File: config.mk
export PLATFORM = sky130hd
export DESIGN_NAME = addr_filter_uart_rx
export DESIGN_NICKNAME = d
export VERILOG_FILES = /design/src/rtl/addr_filter_uart_rx.sv
export SDC_FILE = /design/constraint.sdc
export NUM_CORES = 1
export LEC_CHECK = 0
export ABC_AREA = 1
export CAP_MARGIN = 15
export CORE_MARGIN = 8
export CORE_UTILIZATION = 55
export DETAILED_ROUTE_END_ITERATION = 8
export GPL_TIMING_DRIVEN = 0
export PLACE_DENSITY_LB_ADDON = 0.2
export SETUP_SLACK_MARGIN = 0.3
export SYNTH_ARGS = -nofsm -noshare
export SYNTH_HDL_FRONTEND = slang
export SYNTH_SLANG_ARGS = --single-unit
File: constraint.sdc
create_clock -name clk -period 3.02 [get_ports clk]
set_input_delay 0.302 -clock clk [delete_from_list [all_inputs] [get_ports clk]]
set_output_delay 0.302 -clock clk [all_outputs]
set_load 0.01 [all_outputs]
File: src/rtl/addr_filter_uart_rx.sv
module addr_filter_uart_rx #(
  parameter int OS = 16
) (
  input  logic       clk,
  input  logic       rst_n,
  input  logic       os_tick,
  input  logic       rxd,
  input  logic       reg_we,
  input  logic [2:0] reg_addr,
  input  logic [7:0] reg_wdata,
  output logic [7:0] reg_rdata
);
  localparam int CW = $clog2(OS);
  localparam logic [CW-1:0] S_A   = CW'(OS/2 - 1);
  localparam logic [CW-1:0] S_B   = CW'(OS/2);
  localparam logic [CW-1:0] S_C   = CW'(OS/2 + 1);
  localparam logic [CW-1:0] S_END = CW'(OS - 1);

  logic [1:0] rx_sync;
  logic rxs;
  logic mode_hi, mode_lo, addr_en, rx_en, rx_done, ferr, sel, selected, rx9_q;
  logic [7:0] buf_q, own_addr, own_mask;
  logic running, b9;
  logic [CW-1:0] cnt;
  logic [3:0] bitpos;
  logic [1:0] smp;
  logic [7:0] sh;

  assign rxs = rx_sync[1];

  wire [1:0] mode     = {mode_hi, mode_lo};
  wire       nine     = mode_hi;
  wire       stop_chk = (mode != 2'b00);
  wire [3:0] last_pos = nine ? 4'd10 : 4'd9;
  wire       wr_ctrl  = reg_we && (reg_addr == 3'd0);
  wire       vote     = (smp[0] & smp[1]) | (smp[0] & rxs) | (smp[1] & rxs);
  wire       at_vote  = os_tick && running && (cnt == S_C);
  wire       frame_end = at_vote && (bitpos == last_pos);
  wire       stop_bad = stop_chk && !vote;

  wire [7:0] bcast     = own_addr | own_mask;
  wire       given_hit = ((sh ^ own_addr) & own_mask) == 8'h00;
  wire       bcast_hit = (sh & bcast) == bcast;
  wire       hit       = given_hit | bcast_hit;
  wire       filter_on = addr_en && nine;
  wire       accept    = !filter_on || (b9 ? hit : selected);
  wire       load      = frame_end && accept;

  always_ff @(posedge clk or negedge rst_n)
    if (!rst_n) rx_sync <= 2'b11;
    else        rx_sync <= {rx_sync[0], rxd};

  always_ff @(posedge clk or negedge rst_n) begin
    if (!rst_n) begin
      running <= 1'b0;
      cnt     <= '0;
      bitpos  <= 4'd0;
      smp     <= 2'b00;
      sh      <= 8'h00;
      b9      <= 1'b0;
    end else if (os_tick) begin
      if (!running) begin
        if (rx_en && !rxs) begin
          running <= 1'b1;
          cnt     <= '0;
          bitpos  <= 4'd0;
        end
      end else begin
        cnt <= (cnt == S_END) ? '0 : cnt + CW'(1);
        if (cnt == S_A) smp[0] <= rxs;
        if (cnt == S_B) smp[1] <= rxs;
        if (cnt == S_C) begin
          if (bitpos == 4'd0) begin
            if (vote) running <= 1'b0;
          end else if (bitpos == last_pos) begin
            running <= 1'b0;
          end else if (bitpos <= 4'd8) begin
            sh <= {vote, sh[7:1]};
          end else begin
            b9 <= vote;
          end
        end
        if (cnt == S_END) bitpos <= bitpos + 4'd1;
      end
    end
  end

  always_ff @(posedge clk or negedge rst_n) begin
    if (!rst_n) begin
      mode_hi  <= 1'b0;
      mode_lo  <= 1'b0;
      addr_en  <= 1'b0;
      rx_en    <= 1'b0;
      rx_done  <= 1'b0;
      ferr     <= 1'b0;
      sel      <= 1'b0;
      selected <= 1'b0;
      rx9_q    <= 1'b0;
      buf_q    <= 8'h00;
      own_addr <= 8'h00;
      own_mask <= 8'h00;
    end else begin
      if (wr_ctrl) begin
        if (sel) ferr    <= reg_wdata[7];
        else     mode_hi <= reg_wdata[7];
        mode_lo <= reg_wdata[6];
        addr_en <= reg_wdata[5];
        rx_en   <= reg_wdata[4];
        rx_done <= reg_wdata[0];
      end
      if (reg_we && reg_addr == 3'd2) own_addr <= reg_wdata;
      if (reg_we && reg_addr == 3'd3) own_mask <= reg_wdata;
      if (reg_we && reg_addr == 3'd4) sel      <= reg_wdata[0];
      if (frame_end && stop_bad) ferr <= 1'b1;
      if (frame_end && filter_on && b9) selected <= hit;
      if (load) begin
        rx_done <= 1'b1;
        buf_q   <= sh;
        rx9_q   <= nine & b9;
      end
    end
  end

  always_comb begin
    case (reg_addr)
      3'd0:    reg_rdata = {sel ? ferr : mode_hi, mode_lo, addr_en, rx_en, 1'b0, rx9_q, 1'b0, rx_done};
      3'd1:    reg_rdata = buf_q;
      3'd2:    reg_rdata = own_addr;
      3'd3:    reg_rdata = own_mask;
      3'd4:    reg_rdata = {7'd0, sel};
      default: reg_rdata = 8'h00;
    endcase
  end

  assert_done_source_R2: assert property (@(posedge clk) disable iff (!rst_n)
    $rose(rx_done) |-> ($past(frame_end) || $past(wr_ctrl && reg_wdata[0])));

  assert_no_stop_check_R4: assert property (@(posedge clk) disable iff (!rst_n)
    (frame_end && mode == 2'b00 && !(wr_ctrl && sel)) |=> $stable(ferr));

  assert_ferr_sticky_R5: assert property (@(posedge clk) disable iff (!rst_n)
    (ferr && !(wr_ctrl && sel)) |=> ferr);

  assert_mode_guarded_R6: assert property (@(posedge clk) disable iff (!rst_n)
    (wr_ctrl && sel) |=> $stable(mode_hi));

  assert_reject_keeps_buffer_R10: assert property (@(posedge clk) disable iff (!rst_n)
    (frame_end && filter_on && b9 && !hit) |=> ($stable(buf_q) && $stable(rx9_q)));

  assert_disabled_idle_R12: assert property (@(posedge clk) disable iff (!rst_n)
    (!running && !rx_en) |=> !running);
endmodule

==> results.cfg, run 1 <==
[global_routing]
grt_overflow_total = 0
top_usage_layer = met2
grt_pass1_wl_um = 10600
met1_usage_pct = 25.4
gr-usage-met2_pct = 25.8
grt_use_met3_pct = 3.40
globalRouteTotalUtil_pct = 17.5
first_global_vias = 2352
pin_count_of_the_biggest_net_entering_global_routing = 35
antenna_found_initial = 0

[place]
place.detailed.hpwl_um = 4730
gp_congestion = 0.892
port-buffer-count = 23
placedInstanceArea_um2 = 3150

[clock_network]
cts.clk_slew.worst_paths_ns = 0.08
worstSkewPairLatency_ns = 0.31
cts_htree_levels = 2
clkSinkCount = 55
cts_tree = yes
setup_buffers_after_cts = 0
clock_tree.root_cell = sky130_fd_sc_hd__clkbuf_8
cts_buffer_depth = 2
numCtsBuffers = 5

[synthesis]
synth_edf_count = 0
yosys_warnings = 0
post_synth_num_cell_types = 31
synth-async-reset-ratio_pct = 100
avgSynthCellArea_um2 = 7.81
yosysSeqAreaShare_pct = 49.0
dominantRegCellSynth = sky130_fd_sc_hd__dfrtp_1
synth-seq-cells = 55
synthesis.nets = 381
netlist_instances = 360
mappedNetlistArea_um2 = 2810

[detailed_routing]
routed-via-count = 2446
average_detailed_routed_wire_length_per_instance_um = 13.2
drcViolationCount = 0
drt-vias-per-instance = 5.28
ant_nets = 0
firstDrtPassIters = 5
drt_first_iter_violations = 170
route.final.wire_length_um = 6110

[worst_setup_path]
endpoint_kind = primary output
timing_worst_setup_path_type = input port to primary output
worst_setup_path_start_kind = input port
critical_path.max_fanout = 8
critPathRequiredTime_ns = 2.72
worst-endpoint-arrival_ns = 2.32
number_of_cells_on_the_worst_reg_to_reg_path = 12

[layout]
antenna_cells = 0
syn_to_final_growth_pct = 15.3
finish.net_count = 413
layout.cell_area.non_filler_um2 = 3240
post_route_cells_drive_above_1_share_pct = 5.85

[timing]
whs_ns = 0.358
clock_skew_ns = 0.0105
count_of_final_max_slew_check_failures = 0
max_slew.worst_pin.slew_ns = 0.574
setup_repair_after_global_routing_missed_its_margin = no
relative_max_transition_margin_pct = 61.5
max_clock_freq_ghz = 0.381
min_period_ns = 2.63
timing_hold_violations_final = 0
report.final.setup_viol = 0
final_min_period_over_clock_period_pct = 86.9

[die]
design.portCount = 24
core_um2 = 5010
die_height_um = 87.5
std_cell_rows = 26
initial_core_util_pct = 56.1
floorplan.die.width_um = 87.5
die_area_um2 = 7660

[power]
max-vdd-ir-drop_mv = 0.394
p_per_area_nw_per_um2 = 659
leakage_power_nw = 1.60

[worst_hold_path]
hold_class = register to register
hold_critical_path_depth = 0

[outcome]
run_status = finished, final reports clean

[run]
cap_viol_max_count = 0
-- per-stage QoR --
step	cells	util [%]	worst slack, ns	total power, W	TNS [ns]
after global placement	453	62.5	-0.00135	0.00173	-0.0147
after CTS	463	64.7	0.441	0.00214	0
after floorplan	360	-	1.51	0.00154	0
after global routing	463	64.7	0.306	0.00232	0
final	463	64.7	0.395	0.00214	0
after detailed placement	454	62.8	0.136	0.00175	0
-- synthesized netlist by cell type, types with 3 or more instances --
library cell / number / area share, %
sky130_fd_sc_hd__o21ai_0: 50 / 8.9
sky130_fd_sc_hd__inv_1: 45 / 6.0
sky130_fd_sc_hd__nand3_1: 31 / 5.5
sky130_fd_sc_hd__nor2_1: 11 / 1.5
sky130_fd_sc_hd__a21oi_1: 6 / 1.1
sky130_fd_sc_hd__dfrtp_1: 53 / 47
sky130_fd_sc_hd__o2111ai_1: 5 / 1.6
sky130_fd_sc_hd__ha_1: 5 / 2.2
sky130_fd_sc_hd__o211ai_1: 3 / 0.80
sky130_fd_sc_hd__nand2_1: 122 / 16
-- metal layers --
layer / vias to the layer above / share of wire, %
li1: 1233 / -
met1: 1129 / 49
met2: 79 / 43
met3: 5 / 6.6
met4: 0 / 0.90
met5: - / 0
-- kinds of logic (layout without fill, tap and decap cells) --
logic type                 count (synthesis)  after routing  share of synthesized area (%)
buffers and inverters                     53             86                           7.78
xor gates and xnor gates                   2              2                          0.623
muxes                                      1              1                          0.356
DFF                                       55             55                           49.0
and+or+nand+nor                          173            173                           25.8
AOI/OAI and AO/OA                         71             71                           14.1
adders and majority gates                  5              5                           2.22
-- final timing paths --
path                                      start                    end  slack, ns
setup reg to reg             cnt[1]$_DFFE_PN0P_      rx9_q$_DFFE_PN0P_       1.32
setup / recovery                    reg_addr[0]           reg_rdata[4]       0.39
max in group asynchronous                 rst_n   rx_sync[1]$_DFF_PN1_       1.91
hold reg to reg            rx_sync[0]$_DFF_PN1_   rx_sync[1]$_DFF_PN1_       0.36
hold / removal             rx_sync[0]$_DFF_PN1_   rx_sync[1]$_DFF_PN1_       0.36
min in group asynchronous                 rst_n  bitpos[1]$_DFFE_PN0P_       0.48
-- sequential cells by signal, summed over array words and instances, names as in the netlist, 2 cells and up --
| register | cells |
|---|---|
| bitpos | 4 |
| own_addr | 8 |
| smp | 2 |
| cnt | 4 |
| sh | 8 |
| rx_sync | 2 |
| buf_q | 8 |
| own_mask | 8 |
-- worst max-delay path: stages --
cell and delay, ns:
sky130_fd_sc_hd__clkdlybuf4s50_1 0.54, sky130_fd_sc_hd__inv_1 0.12, sky130_fd_sc_hd__nor3_2 0.46, sky130_fd_sc_hd__nand2_1 0.16, sky130_fd_sc_hd__o2111ai_1 0.17, sky130_fd_sc_hd__clkdlybuf4s50_1 0.58
-- layout make-up --
class	instances	area, µm²
fillers	454	1770
flip-flops and latches	55	1380
multi-input cells	252	1220
repair buffers	25	255
inverters	48	180
well taps	70	87.6
clock buffers	8	80.1
plain buffers	5	38.8
-- power breakdown --
part | total (W) | switching, W | internal (W)
clock | 0.000383 | 0.000218 | 0.000165
sequential | 0.00113 | 0.000204 | 0.000927
combinational | 0.000622 | 0.000368 | 0.000253
total | 0.00214 | 0.000791 | 0.00135
-- placed cells by master (no fill, tap or decap), types with 2 or more instances in the layout --
cell,instances
sky130_fd_sc_hd__nand2_1,121
sky130_fd_sc_hd__dfrtp_1,53
sky130_fd_sc_hd__o21ai_0,50
sky130_fd_sc_hd__inv_1,45
sky130_fd_sc_hd__nand3_1,31
sky130_fd_sc_hd__clkdlybuf4s50_1,22
sky130_fd_sc_hd__nor2_1,11
sky130_fd_sc_hd__a21oi_1,6
sky130_fd_sc_hd__o2111ai_1,5
sky130_fd_sc_hd__ha_1,5
sky130_fd_sc_hd__clkbuf_8,5
sky130_fd_sc_hd__clkbuf_1,4
sky130_fd_sc_hd__nand2_2,3
sky130_fd_sc_hd__o211ai_1,3
sky130_fd_sc_hd__nor3_2,2
sky130_fd_sc_hd__inv_2,2
sky130_fd_sc_hd__a22oi_1,2
sky130_fd_sc_hd__xor2_1,2
sky130_fd_sc_hd__o22ai_1,2
sky130_fd_sc_hd__buf_6,2
sky130_fd_sc_hd__buf_2,2
sky130_fd_sc_hd__dfstp_2,2
-- repair_timing --
action,in CTS,in global routing
gates resized for setup,1,1
setup endpoints to repair,8,1
hold buffers,1,0
endpoints found under the hold margin,21,0
No activity file was read; power rests on OpenSTA's default activity.
==> run 2: changes to the inputs <==
CTS_CLUSTER_DIAMETER = 30   (was default)
==> results of run 2 <==
The final DEF is identical to that of run 1; final timing and power are the same.
==> run 3: changes to the inputs <==
CTS_CLUSTER_DIAMETER = 60   (was 30)
==> results of run 3 <==
The final DEF is identical to that of run 1; final timing and power are the same.
